**config.mk**
```make
export PLATFORM = sky130hd
export DESIGN_NAME = sock_chg_latch
export DESIGN_NICKNAME = d
export VERILOG_FILES = /design/src/rtl/sock_chg_pkg.sv /design/src/rtl/sock_chg_sync.sv /design/src/rtl/sock_chg_ctrl.sv /design/src/rtl/sock_chg_dp.sv /design/src/rtl/sock_chg_latch.sv
export SDC_FILE = /design/constraint.sdc
export NUM_CORES = 1
export LEC_CHECK = 0
export ABC_AREA = 0
export BUFFER_PORTS_ARGS = -buffer_cell sky130_fd_sc_hd__buf_2
export CAP_MARGIN = 25
export CORE_MARGIN = 1.5
export CORE_UTILIZATION = 42
export DETAILED_ROUTE_END_ITERATION = 10
export PLACE_DENSITY = 0.71
export SYNTH_ARGS = -nofsm -noshare
export SYNTH_HDL_FRONTEND = slang
export SYNTH_SLANG_ARGS = --single-unit
```
**constraint.sdc**
```tcl
create_clock -name clk -period 1 [get_ports clk]
set_clock_uncertainty 0.05 [all_clocks]
set_input_delay 0.2 -clock clk [delete_from_list [all_inputs] [get_ports clk]]
set_output_delay 0.2 -clock clk [all_outputs]
set_load 0.05 [all_outputs]
```
**src/rtl/sock_chg_pkg.sv**
```systemverilog
package sock_chg_pkg;
  localparam int NUM_BITS = 4;
  localparam int NUM_PINS = 5;

  // pin positions inside the synchronised vector
  localparam int PIN_CD1  = 0;
  localparam int PIN_CD2  = 1;
  localparam int PIN_RDY  = 2;
  localparam int PIN_BVD1 = 3;
  localparam int PIN_BVD2 = 4;

  // status bit positions (host software decodes these)
  localparam int ST_BATDEAD = 0;
  localparam int ST_BATWARN = 1;
  localparam int ST_READY   = 2;
  localparam int ST_CARDDET = 3;

  typedef struct packed {
    logic rdHit;   // accepted read this cycle: capture and clear
  } ctrlStrb_t;
endpackage

```
**src/rtl/sock_chg_sync.sv**
```systemverilog
module sock_chg_sync #(
  parameter int WIDTH  = 5,
  parameter int STAGES = 2
) (
  input  logic             clk,
  input  logic             rstN,
  input  logic [WIDTH-1:0] din,
  output logic [WIDTH-1:0] dout
);
  logic [WIDTH-1:0] stg [STAGES];

  always_ff @(posedge clk or negedge rstN) begin
    if (!rstN) stg[0] <= '0;
    else       stg[0] <= din;
  end

  for (genvar s = 1; s < STAGES; s++) begin : g_stage
    always_ff @(posedge clk or negedge rstN) begin
      if (!rstN) stg[s] <= '0;
      else       stg[s] <= stg[s-1];
    end
  end

  assign dout = stg[STAGES-1];
endmodule

```
**src/rtl/sock_chg_ctrl.sv**
```systemverilog
module sock_chg_ctrl
  import sock_chg_pkg::*;
#(
  parameter int IDX_W = 8,
  parameter logic [IDX_W-1:0] REG_INDEX = 8'h04
) (
  input  logic             clk,
  input  logic             rstN,
  input  logic             rdStrobe,
  input  logic [IDX_W-1:0] rdIndex,
  output ctrlStrb_t        strb,
  output logic             rdValid
);
  logic idxMatch;

  assign idxMatch   = (rdIndex == REG_INDEX);
  assign strb.rdHit = rdStrobe && idxMatch;

  always_ff @(posedge clk or negedge rstN) begin
    if (!rstN) rdValid <= 1'b0;
    else       rdValid <= strb.rdHit;
  end
endmodule

```
**src/rtl/sock_chg_dp.sv**
```systemverilog
module sock_chg_dp
  import sock_chg_pkg::*;
#(
  parameter int DATA_W      = 8,
  parameter int SYNC_STAGES = 2
) (
  input  logic                clk,
  input  logic                rstN,
  input  logic                ioMode,
  input  logic [NUM_BITS-1:0] enMask,
  input  logic [NUM_PINS-1:0] pinRaw,
  input  ctrlStrb_t           strb,
  output logic [DATA_W-1:0]   rdData,
  output logic                mgmtIrq,
  output logic [NUM_BITS-1:0] statusQ,
  output logic [NUM_BITS-1:0] setVec
);
  localparam int WARM_W = SYNC_STAGES + 1;
  localparam int PAD_W  = DATA_W - NUM_BITS;

  logic [NUM_PINS-1:0] pinSync, pinPrev, riseEv, fallEv, anyEv;
  logic [WARM_W-1:0]   warm;
  logic                armed;
  logic [NUM_BITS-1:0] rawSet, visible;

  sock_chg_sync #(.WIDTH(NUM_PINS), .STAGES(SYNC_STAGES)) u_sync (
    .clk (clk),
    .rstN(rstN),
    .din (pinRaw),
    .dout(pinSync)
  );

  // history flop plus warm-up shifter: edges count only once the chain is full
  always_ff @(posedge clk or negedge rstN) begin
    if (!rstN) begin
      pinPrev <= '0;
      warm    <= '0;
    end else begin
      pinPrev <= pinSync;
      warm    <= {warm[WARM_W-2:0], 1'b1};
    end
  end

  assign armed  = warm[WARM_W-1];
  assign riseEv = {NUM_PINS{armed}} & pinSync & ~pinPrev;
  assign fallEv = {NUM_PINS{armed}} & ~pinSync & pinPrev;
  assign anyEv  = riseEv | fallEv;

  always_comb begin
    rawSet              = '0;
    rawSet[ST_BATDEAD]  = ioMode ? anyEv[PIN_BVD1] : fallEv[PIN_BVD1];
    rawSet[ST_BATWARN]  = !ioMode && fallEv[PIN_BVD2];
    rawSet[ST_READY]    = !ioMode && anyEv[PIN_RDY];
    rawSet[ST_CARDDET]  = anyEv[PIN_CD1] || anyEv[PIN_CD2];
  end

  assign setVec = rawSet & enMask;

  // new events win over the read clear
  always_ff @(posedge clk or negedge rstN) begin
    if (!rstN) statusQ <= '0;
    else       statusQ <= (statusQ & ~{NUM_BITS{strb.rdHit}}) | setVec;
  end

  always_comb begin
    visible           = statusQ;
    visible[ST_READY] = statusQ[ST_READY] && !ioMode;
  end

  always_ff @(posedge clk or negedge rstN) begin
    if (!rstN)           rdData <= '0;
    else if (strb.rdHit) rdData <= {{PAD_W{1'b0}}, visible};
  end

  assign mgmtIrq = |visible;
endmodule

```
**src/rtl/sock_chg_latch.sv**
```systemverilog
module sock_chg_latch
  import sock_chg_pkg::*;
#(
  parameter int IDX_W = 8,
  parameter logic [IDX_W-1:0] REG_INDEX = 8'h04,
  parameter int DATA_W = 8,
  parameter int SYNC_STAGES = 2
) (
  input  logic                clk,
  input  logic                rstN,
  input  logic                ioMode,
  input  logic [NUM_BITS-1:0] enMask,
  input  logic                cardDet1N,
  input  logic                cardDet2N,
  input  logic                rdyIreq,
  input  logic                bvd1,
  input  logic                bvd2,
  input  logic                rdStrobe,
  input  logic [IDX_W-1:0]    rdIndex,
  output logic [DATA_W-1:0]   rdData,
  output logic                rdValid,
  output logic                mgmtIrq
);
  ctrlStrb_t           strb;
  logic [NUM_PINS-1:0] pinRaw;
  logic [NUM_BITS-1:0] statusQ, setVec;

  always_comb begin
    pinRaw           = '0;
    pinRaw[PIN_CD1]  = cardDet1N;
    pinRaw[PIN_CD2]  = cardDet2N;
    pinRaw[PIN_RDY]  = rdyIreq;
    pinRaw[PIN_BVD1] = bvd1;
    pinRaw[PIN_BVD2] = bvd2;
  end

  sock_chg_ctrl #(.IDX_W(IDX_W), .REG_INDEX(REG_INDEX)) u_ctrl (
    .clk     (clk),
    .rstN    (rstN),
    .rdStrobe(rdStrobe),
    .rdIndex (rdIndex),
    .strb    (strb),
    .rdValid (rdValid)
  );

  sock_chg_dp #(.DATA_W(DATA_W), .SYNC_STAGES(SYNC_STAGES)) u_dp (
    .clk    (clk),
    .rstN   (rstN),
    .ioMode (ioMode),
    .enMask (enMask),
    .pinRaw (pinRaw),
    .strb   (strb),
    .rdData (rdData),
    .mgmtIrq(mgmtIrq),
    .statusQ(statusQ),
    .setVec (setVec)
  );
endmodule

```
==> impl_metrics.csv, run 1 <==
group,metric,value,unit
outcome,status,"finished, violations left",
outcome,violations,"negative setup slack",
critical_path,critPathKind,"reg2out",
synthesis,syn_avg_cell_area,16.8,µm²
power_and_ir_drop,ir_drop,1.13,mV
detailed_routing,num_vias,551,
clock_network,numCtsBuffers,3,
grt,grt_pass1_vias,567,
detailed_routing,firstDrtPassIters,3,
finish,area_growth,35.9,%
detailed_routing,via_per_inst,4.44,
critical_path,crit_path_start_kind,"register",
timing,min_period,1.66,ns
die,num_rows,16,
critical_path,r2r-start,"u_dp.pinPrev[0]",
die,die-area,2490,µm²
clock_network,h-tree-depth,1,
placed_design,place.port_buffers,26,
grt,antenna_found_initial,0,
min_path,hp-start,"enMask[2]",
critical_path,critPathBufInv,1,
timing,rsz0062_at_grt,"true",
synthesis,yosys.area_share.simple,0.0934,
critical_path,worstPathRequired,0.75,ns
timing,finalSetupViolCount,9,
die,die_h,49.9,µm
critical_path,cp-end-kind,"primary output",
detailed_routing,routedWlPerCell,10.3,µm
critical_path,r2r_slack,0,ns
synthesis,yosys.area_share.adder,0,
die,core-area,2020,µm²
timing,setup_ws,-0.663,ns
detailed_routing,wl,1270,µm
critical_path,cp_max_fo,2,
clock_network,cts_root_buf,"clkbuf_4",
power_and_ir_drop,p_leak,0.641,nW
critical_path,r2r-end,"u_dp.statusQ[3]",
synthesis,ys_warn_count,0,
min_path,min_path_type,"in2reg",
detailed_routing,antenna_left,0,
placed_design,place.gp.congestion,0.690,
critical_path,cp-startpoint,"u_dp.statusQ[2]",
clock_network,clk_latency,0.31,ns
critical_path,crit_slowest_cell,"or4_4",
critical_path,worstPathArrival,1.41,ns
finish,final_nets,119,
detailed_routing,drc,0,
grt,gr-total-overflow,0,
die,start_util,0.457,
clock_network,clk_pin_slew,0.12,ns
grt,grt_max_degree,28,
synthesis,netlist_area,925,µm²
clock_network,clock-sinks,27,
power_and_ir_drop,p_per_area,1480,nW/µm²
grt,gr-usage-all-layers,0.120,
job,cap_violations,0,
synthesis,ys_types,15,
die,io_pins,31,
synthesis,synth_top_family_by_area,"simple AND/OR/NAND/NOR gates",
finish,antenna_cells,0,
timing,finalHoldViolations,0,
die,die_w,49.9,µm
synthesis,syn_inst,55,
synthesis,synth_xor_xnor_area_share,0.0284,
critical_path,path_depth,3,
timing,fmax,601,MHz
critical_path,cp_top_family,"simple AND/OR/NAND/NOR gates",
grt,grt_pass1_wl,2170,µm
timing,finalMaxSlewViolations,0,
detailed_routing,drt_iter0_drc,1,
synthesis,ys_ff_latch,27,
placed_design,pre_cts_ws,-0.363,ns
critical_path,max_stage_delay,0.41,ns
timing,period_share,1.66,
finish,fin_cells,124,
finish,drive_above_1_share,0.464,
clock_network,cts_tree,"built",
synthesis,synth_compound_area_frac,0.0433,
clock_network,cts_buffer_depth,2,
placed_design,placedCellCount,113,
finish,utilization,0.621,
synthesis,muxShareOfSynthArea,0.0595,
synthesis,synth-seq-area-share,0.731,
finish,final_area,1260,µm²
placed_design,placed_cell_area,1120,µm²
critical_path,rr_worst_depth,3,
critical_path,cp-endpoint,"mgmtIrq",
critical_path,crit_chain,"nor2b_1, or4_4, buf_6",
placed_design,dp_hpwl,909,µm
-- what timing repair did --
action	4_1_cts	5_1_grt
resized for setup	12	0
endpoints found under the hold margin	32	0
pin swaps	4	1
hold buffers	6	0
setup buffers	1	0
endpoints found under the setup margin	9	12
-- cell usage after synthesis (all sizes together) --
master	number	area [µm²]
nand4b	1	23.8
xor2	1	8.76
mux2i	1	10.0
inv	1	3.75
or4	1	7.51
dfrtp	27	676
mux2	4	45.0
nand2	2	7.51
a32o	4	40.0
nor3	1	5.00
nor2b	3	18.8
nor4b	1	23.8
buf	4	30.0
conb	2	7.51
xnor2	2	17.5
-- worst min path at each step --
stage                           end  depth (start not counted)
floorplan            u_ctrl.rdValid                          0
global placement     u_dp.rdData[2]                          2
detailed placement  u_dp.statusQ[0]                          2
CTS                 u_dp.statusQ[2]                          2
global route        u_dp.statusQ[3]                          2
finish              u_dp.statusQ[2]                          2
-- kinds of logic (layout without fill, tap and decap cells) --
logic type | Yosys count | in the layout
other | 2 | 5
and+or+nand+nor | 9 | 9
xor gates and xnor gates | 3 | 3
muxes | 5 | 5
AOI/OAI and AO/OA | 4 | 4
DFF | 27 | 27
buffers and inverters | 5 | 44
-- final cells by class --
type | count | area, µm²
multi-input cells | 26 | 235
flip-flops and latches | 27 | 676
repair buffers | 39 | 280
clock buffers | 3 | 22.5
inverters | 1 | 3.75
fillers | 164 | 766
clock inverters | 1 | 5.00
well taps | 27 | 33.8
-- cell usage in the layout, fill, tap and decap left out, drive strengths merged --
cell,count
buf,33
clkinv,1
nor2b,3
inv,1
nand4b,1
nand2,2
clkbuf,3
dlygate4sd3,6
mux2,4
xor2,1
nor3,1
nor4b,1
xnor2,2
or4,1
a32o,4
conb,5
dfrtp,27
mux2i,1
-- per-stage QoR --
stage | TNS, ns | total power [W] | hold WS, ns
final | -1.28 | 0.00187 | 0.0849
after global routing | -1.74 | 0.00197 | 0.0734
after CTS | -1.42 | 0.00190 | 0.0665
after detailed placement | -3.06 | 0.00142 | 0.156
after global placement | -2.74 | 0.00142 | 0.154
after floorplan | -1.15 | 0.00132 | -0.146
-- sequential cells by signal, indices dropped and copies added, names as in the netlist --
name              count
u_ctrl.rdValid        1
u_dp.pinPrev          5
u_dp.rdData           4
u_dp.statusQ          4
u_dp.u_sync.dout      5
u_dp.u_sync.stg       5
u_dp.warm             3
-- routing by layer --
metal,global-route usage,vias up,part of all wire
li1,-,265,-
met2,0.213,23,0.50
met5,0,-,0
met4,0.0833,0,0.0071
met3,0.0242,2,0.075
met1,0.124,261,0.41
-- power breakdown --
group          internal [W]  switching, W  total [W]
clock network      0.000149      0.000284   0.000433
registers           0.00115     0.0000270    0.00118
logic              0.000120      0.000133   0.000254
total               0.00142      0.000444    0.00187
Power figures use the tool's default switching activity.
==> inputs of run 2 (changes only) <==
--- a/config.mk
+++ b/config.mk
@@ -6,10 +6,12 @@
 export NUM_CORES = 1
 export LEC_CHECK = 0
 export ABC_AREA = 0
+export ABC_CLOCK_PERIOD_IN_PS = 1000
 export BUFFER_PORTS_ARGS = -buffer_cell sky130_fd_sc_hd__buf_2
 export CAP_MARGIN = 25
 export CORE_MARGIN = 1.5
 export CORE_UTILIZATION = 42
+export CTS_BUF_LIST = sky130_fd_sc_hd__clkbuf_16
 export DETAILED_ROUTE_END_ITERATION = 10
 export PLACE_DENSITY = 0.71
 export SYNTH_ARGS = -nofsm -noshare
==> impl_metrics.csv, run 2 (same netlist as run 1, synthesis figures left out) <==
group,metric,value,unit
clock_network,clk_latency,0.25,ns
die,io_pins,31,
die,core-area,2020,µm²
power_and_ir_drop,ir_drop,1.43,mV
grt,gr-total-overflow,0,
timing,fmax,632,MHz
power_and_ir_drop,p_sw_frac,0.214,
finish,drive_above_1_share,0.485,
detailed_routing,wl,1520,µm
die,start_util,0.457,
critical_path,worstPathArrival,1.33,ns
finish,fin_cells,126,
critical_path,critPathKind,"reg2out",
power_and_ir_drop,cellInternalPower,0.00182,W
critical_path,crit_path_start_kind,"register",
outcome,violations,"negative setup slack",
die,die_h,49.9,µm
placed_design,pre_cts_ws,-0.363,ns
clock_network,numCtsBuffers,3,
timing,finalMaxSlewViolations,0,
timing,finalHoldViolations,0,
timing,min_period,1.58,ns
outcome,status,"finished, violations left",
power_and_ir_drop,p_switching,0.000496,W
grt,grt_pass1_wl,2460,µm
finish,area_growth,48.2,%
finish,final_area,1370,µm²
die,num_rows,16,
timing,setup_tns,-1.11,ns
power_and_ir_drop,p_leak,0.721,nW
finish,layout_common_cells,"dfrtp_1 (27), buf_2 (18), buf_4 (8)",
timing,setup_ws,-0.583,ns
timing,rsz0062_at_grt,"true",
detailed_routing,routedWlPerCell,12.0,µm
placed_design,placed_cell_area,1120,µm²
placed_design,dp_hpwl,909,µm
critical_path,cp-end-kind,"primary output",
timing,whs,0.144,ns
finish,fillCellCount,147,
clock_network,cts_root_buf,"clkbuf_16",
critical_path,cp_max_fo,2,
placed_design,place.gp.congestion,0.690,
finish,final_common_cell,"dfrtp_1",
job,cap_violations,0,
grt,gr-usage-all-layers,0.133,
power_and_ir_drop,power_frac_seq,0.510,
placed_design,placedCellCount,113,
detailed_routing,drt_iter0_drc,3,
clock_network,cts_tree,"built",
grt,grt_max_degree,28,
detailed_routing,antenna_left,0,
detailed_routing,firstDrtPassIters,3,
finish,final_nets,121,
grt,grt_pass1_vias,615,
clock_network,clk_pin_slew,0.06,ns
finish,antenna_cells,0,
clock_network,cts_buffer_depth,2,
grt,antenna_found_initial,0,
die,die_w,49.9,µm
detailed_routing,via_per_inst,4.56,
clock_network,clock-sinks,27,
die,die-area,2490,µm²
power_and_ir_drop,pwr-share-clk,0.371,
placed_design,place.port_buffers,26,
power_and_ir_drop,p_per_area,1690,nW/µm²
clock_network,h-tree-depth,1,
power_and_ir_drop,p_comb_frac,0.120,
detailed_routing,drc,0,
timing,period_share,1.58,
min_path,min_path_type,"in2reg",
detailed_routing,num_vias,574,
timing,finalSetupViolCount,13,
critical_path,worstPathRequired,0.75,ns
[run 2: cell types whose count changed in the layout (fill, tap and decap cells not counted), sizes merged]
cell	before	now
buf	33	34
nand4b	1	2
[run 2: through the flow]
| step | total power, W | util |
|---|---|---|
| after detailed placement | 0.00142 | 0.556 |
| final | 0.00232 | 0.678 |
| after global routing | 0.00242 | 0.678 |
| after global placement | 0.00142 | 0.556 |
| after floorplan | 0.00132 | - |
| after CTS | 0.00234 | 0.665 |
[run 2: power by group through the flow]
stage	logic [W]	clock network [W]	registers [W]
after floorplan	0.0000950	0	0.00123
after global placement	0.000220	0	0.00120
after detailed placement	0.000223	0	0.00120
after CTS	0.000270	0.000889	0.00118
after global routing	0.000298	0.000934	0.00119
final	0.000277	0.000860	0.00118
[run 2: repair_timing]
item / in CTS / in global routing
setup buffers: 1 / 1
gates cloned: 1 / 0
endpoints found under the hold margin: 32 / 0
resized for setup: 15 / 4
pin swaps: 7 / 2
hold buffers: 6 / 0
endpoints found under the setup margin: 14 / 14
[run 2: final timing paths]
kind                       slack [ns]                   to  depth (start not counted)                from
max                             -0.58              mgmtIrq                          3     u_dp.statusQ[2]
min in group asynchronous        0.41       u_dp.rdData[0]                          3                rstN
min                              0.14      u_dp.statusQ[2]                          2           enMask[2]
min reg2reg                      0.30  u_dp.u_sync.dout[1]                          0  u_dp.u_sync.stg[6]
max reg2reg                         0      u_dp.statusQ[3]                          3     u_dp.pinPrev[0]
max in group asynchronous        0.24      u_dp.pinPrev[2]                          3                rstN
[run 2: cell type report]
class	count	area [µm²]	share of cell area
repair buffers	40	304	0.222
inverters	1	3.75	0.00274
clock inverters	1	5.00	0.00365
flip-flops and latches	27	676	0.493
multi-input cells	27	273	0.199
clock buffers	3	75.1	0.0548
well taps	27	33.8	0.0247
[run 2: worst max-delay path, stage by stage, from the launching register on]
cell and delay (ns):
dfrtp_1 0.38, nor2b_4 0.13, or4_4 0.42, buf_8 0.16
[run 2: per-layer routing]
| metal | GRT usage | up-vias | part of all wire |
|---|---|---|---|
| met5 | 0 | - | 0 |
| li1 | - | 272 | - |
| met1 | 0.130 | 279 | 0.39 |
| met4 | 0.0556 | 0 | 0 |
| met2 | 0.260 | 23 | 0.56 |
| met3 | 0.0333 | 0 | 0.055 |
